### src/rtl/csr_acc_pkg.sv
package csr_acc_pkg;
  localparam int ADDR_W   = 12;
  localparam int CNT_EN_W = 32;
  localparam int IDX_W    = $clog2(CNT_EN_W);

  typedef enum logic [1:0] {
    OP_SWAP_ALT = 2'b00,
    OP_SWAP     = 2'b01,
    OP_SET      = 2'b10,
    OP_CLR      = 2'b11
  } csrOpE;

  // control-to-datapath strobes
  typedef struct packed {
    logic fire;
    logic zeroRead;
    logic issueWrite;
    logic illegal;
  } accStrobeT;
endpackage

### src/rtl/csr_acc_ctrl.sv
module csr_acc_ctrl
  import csr_acc_pkg::*;
(
  input  logic                reqValid,
  input  logic [1:0]          reqOp,
  input  logic [ADDR_W-1:0]   reqAddr,
  input  logic                srcNonZero,
  input  logic [1:0]          curPriv,
  input  logic [CNT_EN_W-1:0] sCntEn,
  input  logic [CNT_EN_W-1:0] mCntEn,
  input  logic                rfRdHit,
  output accStrobeT           strobes
);
  logic               wantWrite;
  logic               privFail;
  logic               roFail;
  logic [IDX_W-1:0]   cntIdx;
  logic               inCntWindow;
  logic               userHpm;
  logic               machHpm;
  logic               evtSel;
  logic [CNT_EN_W-1:0] enWord;
  logic               zeroRead;
  logic               illegal;

  // swap codes always write; set/clear only with a nonzero source field
  assign wantWrite = (reqOp[1] == 1'b0) ? 1'b1 : srcNonZero;

  assign privFail = curPriv < reqAddr[9:8];
  assign roFail   = wantWrite && (reqAddr[11:10] == 2'b11);

  assign cntIdx      = reqAddr[IDX_W-1:0];
  assign inCntWindow = (reqAddr[6:5] == 2'b00) && (cntIdx >= IDX_W'(3));
  assign userHpm     = (reqAddr[11:8] == 4'hC) && inCntWindow;
  assign machHpm     = (reqAddr[11:8] == 4'hB) && inCntWindow;
  assign evtSel      = (reqAddr[11:5] == 7'b0011001) && (cntIdx >= IDX_W'(3));

  always_comb begin
    case (curPriv)
      2'd0:    enWord = sCntEn;
      2'd1:    enWord = mCntEn;
      default: enWord = '1;
    endcase
  end

  assign zeroRead = (userHpm && enWord[cntIdx]) || machHpm || evtSel;
  assign illegal  = privFail || roFail || (!zeroRead && !rfRdHit);

  always_comb begin
    strobes.fire       = reqValid;
    strobes.zeroRead   = zeroRead;
    strobes.illegal    = illegal;
    strobes.issueWrite = reqValid && wantWrite && !illegal && !zeroRead;
  end
endmodule

### src/rtl/csr_acc_dp.sv
module csr_acc_dp
  import csr_acc_pkg::*;
#(
  parameter int XLEN = 32
) (
  input  logic            clk,
  input  logic            rstN,
  input  accStrobeT       strobes,
  input  logic [1:0]      reqOp,
  input  logic [XLEN-1:0] reqSrc,
  input  logic [XLEN-1:0] rfRdData,
  output logic            rfWrEn,
  output logic [XLEN-1:0] rfWrData,
  output logic            doneStb,
  output logic [XLEN-1:0] resultData,
  output logic            illegalFlag
);
  logic [XLEN-1:0] oldVal;
  logic [XLEN-1:0] newVal;

  assign oldVal = strobes.zeroRead ? '0 : rfRdData;

  always_comb begin
    case (csrOpE'(reqOp))
      OP_SET:  newVal = oldVal | reqSrc;
      OP_CLR:  newVal = oldVal & ~reqSrc;
      default: newVal = reqSrc;
    endcase
  end

  assign rfWrEn   = strobes.issueWrite;
  assign rfWrData = newVal;

  always_ff @(posedge clk) begin
    if (!rstN) begin
      doneStb     <= 1'b0;
      illegalFlag <= 1'b0;
      resultData  <= '0;
    end else begin
      doneStb     <= strobes.fire;
      illegalFlag <= strobes.fire && strobes.illegal;
      resultData  <= (strobes.fire && !strobes.illegal) ? oldVal : '0;
    end
  end
endmodule

### src/rtl/csr_access_unit.sv
module csr_access_unit
  import csr_acc_pkg::*;
#(
  parameter int XLEN = 32
) (
  input  logic                clk,
  input  logic                rstN,
  input  logic                reqValid,
  input  logic [1:0]          reqOp,
  input  logic [ADDR_W-1:0]   reqAddr,
  input  logic [XLEN-1:0]     reqSrc,
  input  logic                srcNonZero,
  input  logic [1:0]          curPriv,
  input  logic [CNT_EN_W-1:0] sCntEn,
  input  logic [CNT_EN_W-1:0] mCntEn,
  output logic [ADDR_W-1:0]   rfAddr,
  input  logic [XLEN-1:0]     rfRdData,
  input  logic                rfRdHit,
  output logic                rfWrEn,
  output logic [XLEN-1:0]     rfWrData,
  output logic                doneStb,
  output logic [XLEN-1:0]     resultData,
  output logic                illegalFlag
);
  accStrobeT strobes;

  assign rfAddr = reqAddr;

  csr_acc_ctrl u_ctrl (
    .reqValid  (reqValid),
    .reqOp     (reqOp),
    .reqAddr   (reqAddr),
    .srcNonZero(srcNonZero),
    .curPriv   (curPriv),
    .sCntEn    (sCntEn),
    .mCntEn    (mCntEn),
    .rfRdHit   (rfRdHit),
    .strobes   (strobes)
  );

  csr_acc_dp #(.XLEN(XLEN)) u_dp (
    .clk        (clk),
    .rstN       (rstN),
    .strobes    (strobes),
    .reqOp      (reqOp),
    .reqSrc     (reqSrc),
    .rfRdData   (rfRdData),
    .rfWrEn     (rfWrEn),
    .rfWrData   (rfWrData),
    .doneStb    (doneStb),
    .resultData (resultData),
    .illegalFlag(illegalFlag)
  );
endmodule

### config.mk
export PLATFORM = sky130hd
export DESIGN_NAME = csr_access_unit
export DESIGN_NICKNAME = d
export VERILOG_FILES = /design/src/rtl/csr_acc_pkg.sv /design/src/rtl/csr_acc_ctrl.sv /design/src/rtl/csr_acc_dp.sv /design/src/rtl/csr_access_unit.sv
export SDC_FILE = /design/constraint.sdc
export NUM_CORES = 1
export LEC_CHECK = 0
export ABC_AREA = 1
export BUFFER_PORTS_ARGS = -buffer_cell sky130_fd_sc_hd__buf_4
export CORE_ASPECT_RATIO = 1.25
export CORE_MARGIN = 1
export CORE_UTILIZATION = 37
export CTS_BUF_LIST = sky130_fd_sc_hd__clkbuf_8
export CTS_CLUSTER_DIAMETER = 40
export DETAILED_ROUTE_END_ITERATION = 6
export PLACE_DENSITY = 0.79
export SLEW_MARGIN = 10
export SYNTH_ARGS = -nofsm -noshare
export SYNTH_HDL_FRONTEND = slang
export SYNTH_HIERARCHICAL = 1
export SYNTH_SLANG_ARGS = --single-unit
### constraint.sdc
create_clock -name clk -period 1.6 [get_ports clk]
set_input_delay 0.08 -clock clk [delete_from_list [all_inputs] [get_ports clk]]
set_output_delay 0.08 -clock clk [all_outputs]
set_load 0.01 [all_outputs]
==> results.tsv, run 1 <==
stage	metric	value	unit
grt	Total Routing Usage GR	29.16	%
yosys	Post-Syn Area	2932	um2
place	placed inst area	4751	um2
floorplanning	full die area	8286	um2
drt	drc violations	0	
timing	Tmin final	2.091	ns
yosys	Commonest cells post-synth	192 x nand2_1, 136 x inv_1, 107 x nor2_1	
yosys	post-synth cell types	24	
yosys	sequential fraction of the synthesis area	23.22	%
floorplanning	Initial Util	38.92	%
drt	Routed met1 length	4.073	mm
critical_path	Top cell by count, worst path	nand2_1	
grt	grt ovf	0	
yosys	Cells after Synth	567	
drt	met3 wire len	1.307	mm
power_and_ir_drop	Sw Share	31.30	%
clocking	clock sinks	34	
layout	fillers	570	
drt	DRT iter0 DRCs	180	
clocking	# H-tree levels	2	
critical_path	critical path required time	1.52	ns
timing	RSZ-0062 raised after global routing	true	
timing	fmax	478.2	MHz
critical_path	Setup CP Type	input port to output port	
floorplanning	Core Area	7532	um2
drt	Wirelength per Cell	14.47	um
drt	total wire length	13.07	mm
timing	crit share post-route	130.7	%
yosys	Synth Flop Type	dfxtp_1	
floorplanning	io pins	228	
clocking	CTS Buf Count	5	
critical_path	Crit. End Element	output port	
power_and_ir_drop	combinational fraction of design power	42.4	%
layout	P&R area growth vs syn	89.37	%
yosys	yosys warns	6	
power_and_ir_drop	sequential power share	30.7	%
layout	antenna cells	0	
power_and_ir_drop	static leakage	0.003369	uW
critical_path	Crit path arrival time	2.01	ns
power_and_ir_drop	fraction of power consumed by the clock network	26.9	%
floorplanning	Die Y	101.5	um
yosys	most frequent cell after synthesis	nand2_1	
yosys	largest area contributor in the netlist	nand2_1	
critical_path	Worst path max stage delay	0.21	ns
layout	fin area	5552	um2
place	GPL Wtd Cong	0.9708	
floorplanning	Die X	81.62	um
timing	Slew HR	74.91	%
timing	Setup Viol. Count Final	66	
timing	Hold Vio Cnt, Final	0	
yosys	largest cells by area after synthesis	nand2_1 25%, dfxtp_1 23%, inv_1 17%, nor2_1 14%, buf_4 5.4%	
place	I/O Buffers	227	
hold_path	min-delay worst type	input port to register	
layout	layout cell share with drive strength beyond 1	43.28	%
grt	initial antenna violation count	0	
grt	global-route wire length before repair	18.36	mm
yosys	Post-Syn Nets	717	
drt	top sig layer	met4	
timing	Worst Tran Pin Value	0.3729	ns
clocking	clk buf depth	2	
drt	total iterations of the first detailed-routing run	5	
yosys	synthesized flop and latch total	34	
clocking	clk slew on worst S/H paths	0.06	ns
job	Max-Cap Viols	0	
run_status	run status	finished with violations	
drt	total number of vias	4241	
power_and_ir_drop	Max VDD drop	0.5700	mV
clocking	CTS tree	built	
power_and_ir_drop	cell internal pwr	1951	uW
floorplanning	number of core rows	35	
yosys	Post-synth EDFFs	0	
critical_path	crit path max fanout	8	
drt	Vias/cell	4.697	
drt	WL met2	7.298	mm
place	detailed placement HPWL	9.116	mm
grt	largest net degree at the start of global routing	33	
yosys	Synth async-reset ratio	0	%
power_and_ir_drop	total power	2840	uW
timing	Final TNS setup	-25.97	ns
clocking	Root Driver	clkbuf_8	
critical_path	crit path cell chain	buf_8, nor2_4, buf_12, buf_16, nand2_2, o21ai_1, nand2_1, nand2_1, nor2_1, nand2_1, nand3_1, nand2_1, nand2_1, nand3_2, nand3_4, buf_12, nor2_4, nand2_1, nand2_1, buf_6	
yosys	syn_area_per_cell	5.170	um2
clocking	Post-CTS Hold Buffers	0	
timing	PnR worst setup slack	-0.4913	ns
timing	max-slew violations	0	
grt	number of global-route vias before repair	3965	
power_and_ir_drop	Power Dens Cells	511.5	nW/um2
layout	final net count	960	
run_status	failing checks	negative setup slack	
power_and_ir_drop	Sw Pwr	888.7	uW
critical_path	Startpoint Class	input port	
drt	antenna-violating nets left	0	
timing	final hold slack	0.04397	ns
critical_path	CP max stage cell	buf_12	
yosys	share of the synthesized area in the top cell type	24.58	%
## cell families after synthesis
group,count (synthesis),share of synthesized area (%)
AOI/OAI and AO/OA,16,3.158
adders and majority gates,1,0.4267
buffers and inverters,173,26.25
DFF,34,23.22
and+or+nand+nor,343,46.95
## repair_timing
item	CTS	global route
resized for setup	57	59
setup endpoints to repair	65	66
cloned	7	1
pin swaps	25	10
setup buffers	4	6
## per-layer routing
| layer | up-vias | track usage [%] |
|---|---|---|
| li1 | 2090 | - |
| met1 | 1854 | 28.13 |
| met2 | 265 | 57.76 |
| met3 | 32 | 6.667 |
| met4 | 0 | 11.47 |
| met5 | - | 0 |
## flip-flops by register name, indices dropped and copies added, names as in the netlist
name	cells
u_dp/doneStb	1
u_dp/resultData	32
u_dp/illegalFlag	1
## worst paths after layout
path | startpoint | to | slack [ns] | cells past startpoint
setup / recovery | curPriv[0] | rfWrData[16] | -0.49 | 20
hold / removal | rstN | u_dp/illegalFlag | 0.04 | 3
## critical path: cells and delay by family
kind / cells / cell delay (ns)
compound gates: 1 / 0.06
buf+inv: 5 / 0.69
simple gates: 14 / 1.15
## power groups by stage
stage	combinational, uW	sequential, uW	clock, uW
after floorplan	438	899	0
after global placement	999	889	0
after detailed placement	1000	890	0
after CTS	1110	871	761
after global routing	1300	872	809
final	1210	871	763
## cell type report
cell class                      instances  area (um2)  share of cell area, %
Clock inverter                          3       37.54                 0.6761
Inverter                              139       521.8                  9.398
Clock buffer                            5       68.82                  1.240
Tap cell                               92       115.1                  2.073
Sequential cell                        34       680.7                  12.26
Multi-Input combinational cell        360        1804                  32.50
Timing Repair Buffer                  270        2323                  41.85
## through the flow
| step | util [%] | worst slack, ns | cells |
|---|---|---|---|
| 2_1_floorplan | - | 0.02896 | 567 |
| 3_3_place_gp | 63.07 | -0.5067 | 877 |
| 3_5_place_dp | 63.07 | -0.5083 | 877 |
| 4_1_cts | 69.95 | -0.3817 | 896 |
| 5_1_grt | 73.70 | -0.6495 | 903 |
| 6_report | 73.70 | -0.4913 | 903 |
## layout by cell type (no fill, tap or decap), types with 6 or more instances in the layout
| cell | n |
|---|---|
| nor2_2 | 22 |
| nand3_2 | 6 |
| nand2_2 | 13 |
| buf_6 | 15 |
| buf_4 | 240 |
| inv_1 | 137 |
| buf_12 | 6 |
| nor2_1 | 63 |
| nor2_4 | 24 |
| nand3_1 | 24 |
| nand2_1 | 179 |
| buf_16 | 7 |
| a21oi_1 | 6 |
| dfxtp_1 | 34 |
(Power assumes the default switching activity.)
==> run 2: changes to the inputs <==
--- a/config.mk
+++ b/config.mk
@@ -14,6 +14,7 @@
 export CTS_CLUSTER_DIAMETER = 40
 export DETAILED_ROUTE_END_ITERATION = 6
 export PLACE_DENSITY = 0.79
+export REMOVE_ABC_BUFFERS = 1
 export SLEW_MARGIN = 10
 export SYNTH_ARGS = -nofsm -noshare
 export SYNTH_HDL_FRONTEND = slang
==> results.tsv, run 2 (synthesized netlist as in run 1, its figures left out) <==
stage	metric	value	unit	change
run_status	run status	finished with violations		unchanged
run_status	failing checks	negative setup slack		unchanged
timing	Slew HR	75.15	%	was 74.91%
critical_path	critical path required time	1.52	ns	about the same
floorplanning	Initial Util	38.92	%	unchanged
drt	Wirelength per Cell	15.85	um	was 14.47 um
grt	number of global-route vias before repair	4231		was 3965
layout	Final Util	76.83	%	was 73.70%
floorplanning	Die X	81.62	um	unchanged
layout	largest registers	u_dp/resultData x32, u_dp/doneStb x1, u_dp/illegalFlag x1		unchanged
drt	total iterations of the first detailed-routing run	5		unchanged
critical_path	Crit. End Element	output port		unchanged
clocking	# H-tree levels	2		unchanged
layout	commonest cells after routing, fill and taps aside	253 x buf_4, 172 x nand2_1, 136 x inv_1		was 240 x buf_4, 179 x nand2_1, 137 x inv_1
critical_path	Setup CP Type	input port to output port		unchanged
timing	max-slew violations	0		unchanged
floorplanning	number of core rows	35		unchanged
grt	grt ovf	0		unchanged
clocking	clk slew on worst S/H paths	0.07	ns	was 0.06 ns
grt	initial antenna violation count	0		unchanged
critical_path	Crit path arrival time	1.98	ns	was 2.01 ns
power_and_ir_drop	static leakage	0.003429	uW	was 0.003369 uW
drt	total number of vias	4534		was 4241
floorplanning	full die area	8286	um2	unchanged
power_and_ir_drop	Max VDD drop	0.4433	mV	was 0.5700 mV
drt	DRT iter0 DRCs	238		was 180
timing	Tmin final	2.063	ns	was 2.091 ns
timing	Worst Tran Pin Value	0.3727	ns	was 0.3729 ns
hold_path	min-delay worst type	input port to register		unchanged
clocking	CTS tree	built		unchanged
timing	fmax	484.8	MHz	was 478.2 MHz
drt	Vias/cell	4.928		was 4.697
layout	max reg flops	32		unchanged
drt	drc violations	0		unchanged
timing	Setup Viol. Count Final	66		unchanged
drt	total wire length	14.58	mm	was 13.07 mm
layout	fin area	5787	um2	was 5552 um2
drt	antenna-violating nets left	0		unchanged
layout	final net count	977		was 960
layout	fillers	517		was 570
floorplanning	Die Y	101.5	um	unchanged
clocking	clk buf depth	2		unchanged
floorplanning	Core Area	7532	um2	unchanged
critical_path	crit path max fanout	8		unchanged
grt	largest net degree at the start of global routing	33		unchanged
layout	P&R area growth vs syn	97.40	%	was 89.37%
clocking	Root Driver	clkbuf_8		unchanged
layout	antenna cells	0		unchanged
clocking	Post-CTS Hold Buffers	0		unchanged
layout	Largest Register	u_dp/resultData		unchanged
critical_path	Startpoint Class	input port		unchanged
timing	crit share post-route	128.9	%	was 130.7%
grt	Total Routing Usage GR	29.98	%	was 29.16%
place	placed inst area	4838	um2	was 4751 um2
timing	RSZ-0062 raised after global routing	true		unchanged
layout	layout cell share with drive strength beyond 1	46.98	%	was 43.28%
timing	Final TNS setup	-22.57	ns	was -25.97 ns
place	Place WS	-0.5334	ns	was -0.5083 ns
place	detailed placement HPWL	9.297	mm	was 9.116 mm
timing	Hold Vio Cnt, Final	0		unchanged
grt	global-route wire length before repair	19.03	mm	was 18.36 mm
clocking	clock sinks	34		unchanged
power_and_ir_drop	Power Dens Cells	495.9	nW/um2	was 511.5 nW/um2
place	GPL Wtd Cong	0.9418		was 0.9708
job	Max-Cap Viols	0		unchanged
layout	commonest non-fill, non-tap cell in the layout	buf_4		unchanged
floorplanning	io pins	228		unchanged
timing	PnR worst setup slack	-0.4626	ns	was -0.4913 ns
place	I/O Buffers	227		unchanged
clocking	CTS Buf Count	5		unchanged
run 2: timing repair:
item | CTS | global route
endpoints found under the setup margin | 65 | 66
gates cloned | 7 | 1
resized for setup | 82 | 89
endpoints found under the hold margin | 0 | 0
setup buffers | 7 | 12
pin swaps | 7 | 61
run 2: worst paths after layout:
check | cells after the start | slack [ns] | end | start
hold / removal | 3 | 0.13 | u_dp/illegalFlag | rstN
setup / recovery | 17 | -0.46 | rfWrData[8] | curPriv[1]
run 2: worst max-delay path, cell delays in order:
cell,delay [ns]
buf_8,0.11
nor2_4,0.16
buf_6,0.17
nand2_1,0.07
a21oi_1,0.15
nor2_1,0.06
nand2_1,0.09
nand3_2,0.08
nand2_1,0.07
nand2_1,0.06
nand3_2,0.10
nand3_4,0.17
clkbuf_16,0.25
nor2_4,0.10
nand2_1,0.08
nand2_1,0.07
buf_4,0.11
run 2: final cells by class:
class	instances	area (um2)	share of cell area, %
Timing Repair Buffer	287	2416	41.75
Multi-Input combinational cell	360	1957	33.82
Sequential cell	34	680.7	11.76
Inverter	139	526.8	9.103
Tap cell	92	115.1	1.989
Clock buffer	6	82.58	1.427
Clock inverter	2	8.758	0.1514
run 2: per-stage QoR:
step / power [uW] / std cells / hold WS, ns
6_report: 2870 / 920 / 0.1251
5_1_grt: 2983 / 920 / 0.1277
4_1_cts: 2688 / 912 / 0.09845
3_5_place_dp: 1923 / 890 / 0.3570
3_3_place_gp: 1914 / 890 / 0.3571
2_1_floorplan: 1269 / 533 / 0.1600
run 2: where the power goes:
part	internal, uW	switching (uW)	total (uW)
clock	342	350	692
combinational	678	628	1310
sequential	865	7.23	872
run 2: per-layer routing:
metal  share of wire [%]  global-route usage, %  vias up
met1                  33                  29.08     2020
met4                 4.3                  14.84        0
li1                    -                      -     2125
met2                  52                  58.53      329
met5                   0                      0        -
met3                  10                  5.766       60
==> run 3: changes to the inputs <==
--- a/config.mk
+++ b/config.mk
@@ -7,13 +7,12 @@
 export LEC_CHECK = 0
 export ABC_AREA = 1
 export BUFFER_PORTS_ARGS = -buffer_cell sky130_fd_sc_hd__buf_4
-export CORE_ASPECT_RATIO = 1.25
-export CORE_MARGIN = 1
-export CORE_UTILIZATION = 37
+export CORE_AREA = 2 2 89 91
 export CTS_BUF_LIST = sky130_fd_sc_hd__clkbuf_8
 export CTS_CLUSTER_DIAMETER = 40
 export DETAILED_ROUTE_END_ITERATION = 6
-export PLACE_DENSITY = 0.79
+export DIE_AREA = 0 0 91 93
+export PLACE_DENSITY = 0.8
 export REMOVE_ABC_BUFFERS = 1
 export SLEW_MARGIN = 10
 export SYNTH_ARGS = -nofsm -noshare
==> constraint.sdc (replaced) <==
create_clock -name clk -period 2.5 [get_ports clk]
set_input_delay 0.125 -clock clk [delete_from_list [all_inputs] [get_ports clk]]
set_output_delay 0.125 -clock clk [all_outputs]
set_load 0.01 [all_outputs]
==> results.tsv, run 3 (synthesized netlist as in run 1, its figures left out) <==
stage	metric	value	unit	change
run_status	run status	finished, final reports clean		was finished with violations
critical_path	Crit. End Element	output port		unchanged
drt	Vias/cell	4.559		was 4.928
timing	max-slew violations	0		unchanged
timing	Setup Viol. Count Final	0		was 66
clocking	Root Driver	clkbuf_8		unchanged
layout	final net count	924		was 977
layout	largest registers	u_dp/resultData x32, u_dp/doneStb x1, u_dp/illegalFlag x1		unchanged
timing	Hold Vio Cnt, Final	0		unchanged
power_and_ir_drop	Max VDD drop	0.1677	mV	was 0.4433 mV
timing	Worst Tran Pin Value	0.3647	ns	was 0.3727 ns
timing	Tmin final	2.214	ns	
critical_path	worst setup path endpoint	rfWrData[21]		was rfWrData[8]
clocking	# H-tree levels	2		unchanged
clocking	clk buf depth	2		unchanged
critical_path	Startpoint Class	input port		unchanged
drt	Wirelength per Cell	11.98	um	was 15.85 um
grt	number of global-route vias before repair	3941		was 4231
grt	global-route wire length before repair	16.91	mm	was 19.03 mm
place	I/O Buffers	227		unchanged
floorplanning	Core Area	7527	um2	was 7532 um2
clocking	clock sinks	34		unchanged
timing	fmax	451.7	MHz	
layout	antenna cells	0		unchanged
layout	layout cell share with drive strength beyond 1	32.39	%	was 46.98%
grt	grt ovf	0		unchanged
timing	Slew HR	75.69	%	was 75.15%
hold_path	min-delay worst type	input port to register		unchanged
timing	Final TNS setup	0	ns	was -22.57 ns
timing	crit share post-route	88.55	%	
critical_path	Crit path arrival time	2.09	ns	was 1.98 ns
power_and_ir_drop	static leakage	0.003044	uW	was 0.003429 uW
place	GPL Wtd Cong	0.8971		was 0.9418
drt	drc violations	0		unchanged
timing	final hold slack	0.08170	ns	was 0.1251 ns
drt	total wire length	10.51	mm	was 14.58 mm
timing	RSZ-0062 raised after global routing	false		was true
grt	Total Routing Usage GR	24.30	%	was 29.98%
critical_path	crit path max fanout	32		was 8
floorplanning	Die X	91	um	was 81.62 um
grt	largest net degree at the start of global routing	33		unchanged
grt	initial antenna violation count	0		unchanged
clocking	CTS Buf Count	5		unchanged
job	Max-Cap Viols	0		unchanged
floorplanning	io pins	228		unchanged
drt	antenna-violating nets left	0		unchanged
floorplanning	number of core rows	32		was 35
layout	commonest non-fill, non-tap cell in the layout	buf_4		unchanged
layout	max reg flops	32		unchanged
layout	commonest cells after routing, fill and taps aside	231 x buf_4, 192 x nand2_1, 136 x inv_1		was 253 x buf_4, 172 x nand2_1, 136 x inv_1
layout	Largest Register	u_dp/resultData		unchanged
critical_path	Setup crit start	curPriv[1]		unchanged
layout	P&R area growth vs syn	60.44	%	was 97.40%
critical_path	Setup CP Type	input port to output port		unchanged
critical_path	critical path required time	2.38	ns	was 1.52 ns
floorplanning	full die area	8463	um2	was 8286 um2
power_and_ir_drop	Power Dens Cells	337.8	nW/um2	was 495.9 nW/um2
floorplanning	Initial Util	38.95	%	was 38.92%
clocking	setup bufs post-CTS	0		was 7
floorplanning	Die Y	93	um	was 101.5 um
clocking	clk slew on worst S/H paths	0.06	ns	was 0.07 ns
clocking	CTS tree	built		unchanged
place	detailed placement HPWL	8.796	mm	was 9.297 mm
drt	DRT iter0 DRCs	166		was 238
drt	total number of vias	3998		was 4534
drt	total iterations of the first detailed-routing run	4		was 5
## run 3: cell types whose count changed in the layout (fill, tap and decap cells not counted), moves of 4 or more
cell     before  now
nand2_1     172  192
nor2_2       17    2
buf_4       253  231
buf_16        4    0
buf_6        21    0
nor2_1       50  106
nor2_4       42    1
nand2_2      17    1
nand3_1      26   30
## run 3: area by class of cell
class / count / area (um2)
inverter: 139 / 521.8
sequential: 34 / 680.7
multi-input combinational: 360 / 1484
tap: 102 / 127.6
clock buffer: 6 / 82.58
fill: 726 / 2824
clock inverter: 2 / 12.51
timing repair buffer: 234 / 1794
## run 3: worst min path at each step
stage	start	endpoint	slack, ns	cells past startpoint
2_1_floorplan	reqAddr[0]	rfAddr[0]	0.25	0
3_3_place_gp	rstN	u_dp/doneStb	0.38	3
3_5_place_dp	rstN	u_dp/illegalFlag	0.38	3
4_1_cts	rstN	u_dp/illegalFlag	0.08	3
5_1_grt	rstN	u_dp/illegalFlag	0.10	3
6_report	rstN	u_dp/illegalFlag	0.08	3
## run 3: timing repair
| item | in CTS | in global routing |
|---|---|---|
| setup endpoints to repair | 0 | 4 |
| hold buffers | 0 | 0 |
| gates resized for setup | 0 | 1 |
## run 3: worst max-delay path: stages
cell,delay [ns]
buf_4,0.14
nor2_2,0.15
buf_12,0.19
nand2_1,0.09
a21oi_1,0.16
nor2_1,0.06
nand2_1,0.05
nand3_1,0.07
nand2_1,0.07
nand2_1,0.06
nand3_2,0.08
nand3_1,0.14
buf_4,0.25
nor2_1,0.17
nand2_1,0.07
nand2_1,0.06
buf_4,0.13
## run 3: metal layers
layer	GRT usage, %	up-vias	wire (um)	share of wire (%)
met4	13.64	0	546	5.2
met1	25.24	1739	3720	35
met3	5.157	33	938	8.9
met5	0	-	0	0
li1	-	2010	-	-
met2	45.37	216	5303	50
## run 3: power breakdown
group,total (uW),switching (uW),internal [uW]
clock,418,197,221
sequential,557,3.48,554
combinational,614,293,321
## run 3: stage by stage
step / setup slack, ns / cells / instance area (um2) / total power (uW) / utilization [%]
after floorplan: 0.01060 / 533 / 2684 / 812.1 / -
after CTS: 0.2691 / 877 / 4701 / 1607 / 62.45
after global placement: 0.3404 / 869 / 4606 / 1174 / 61.19
final: 0.2862 / 877 / 4703 / 1589 / 62.48
after global routing: 0.03349 / 877 / 4703 / 1695 / 62.48
after detailed placement: 0.2863 / 869 / 4606 / 1183 / 61.19
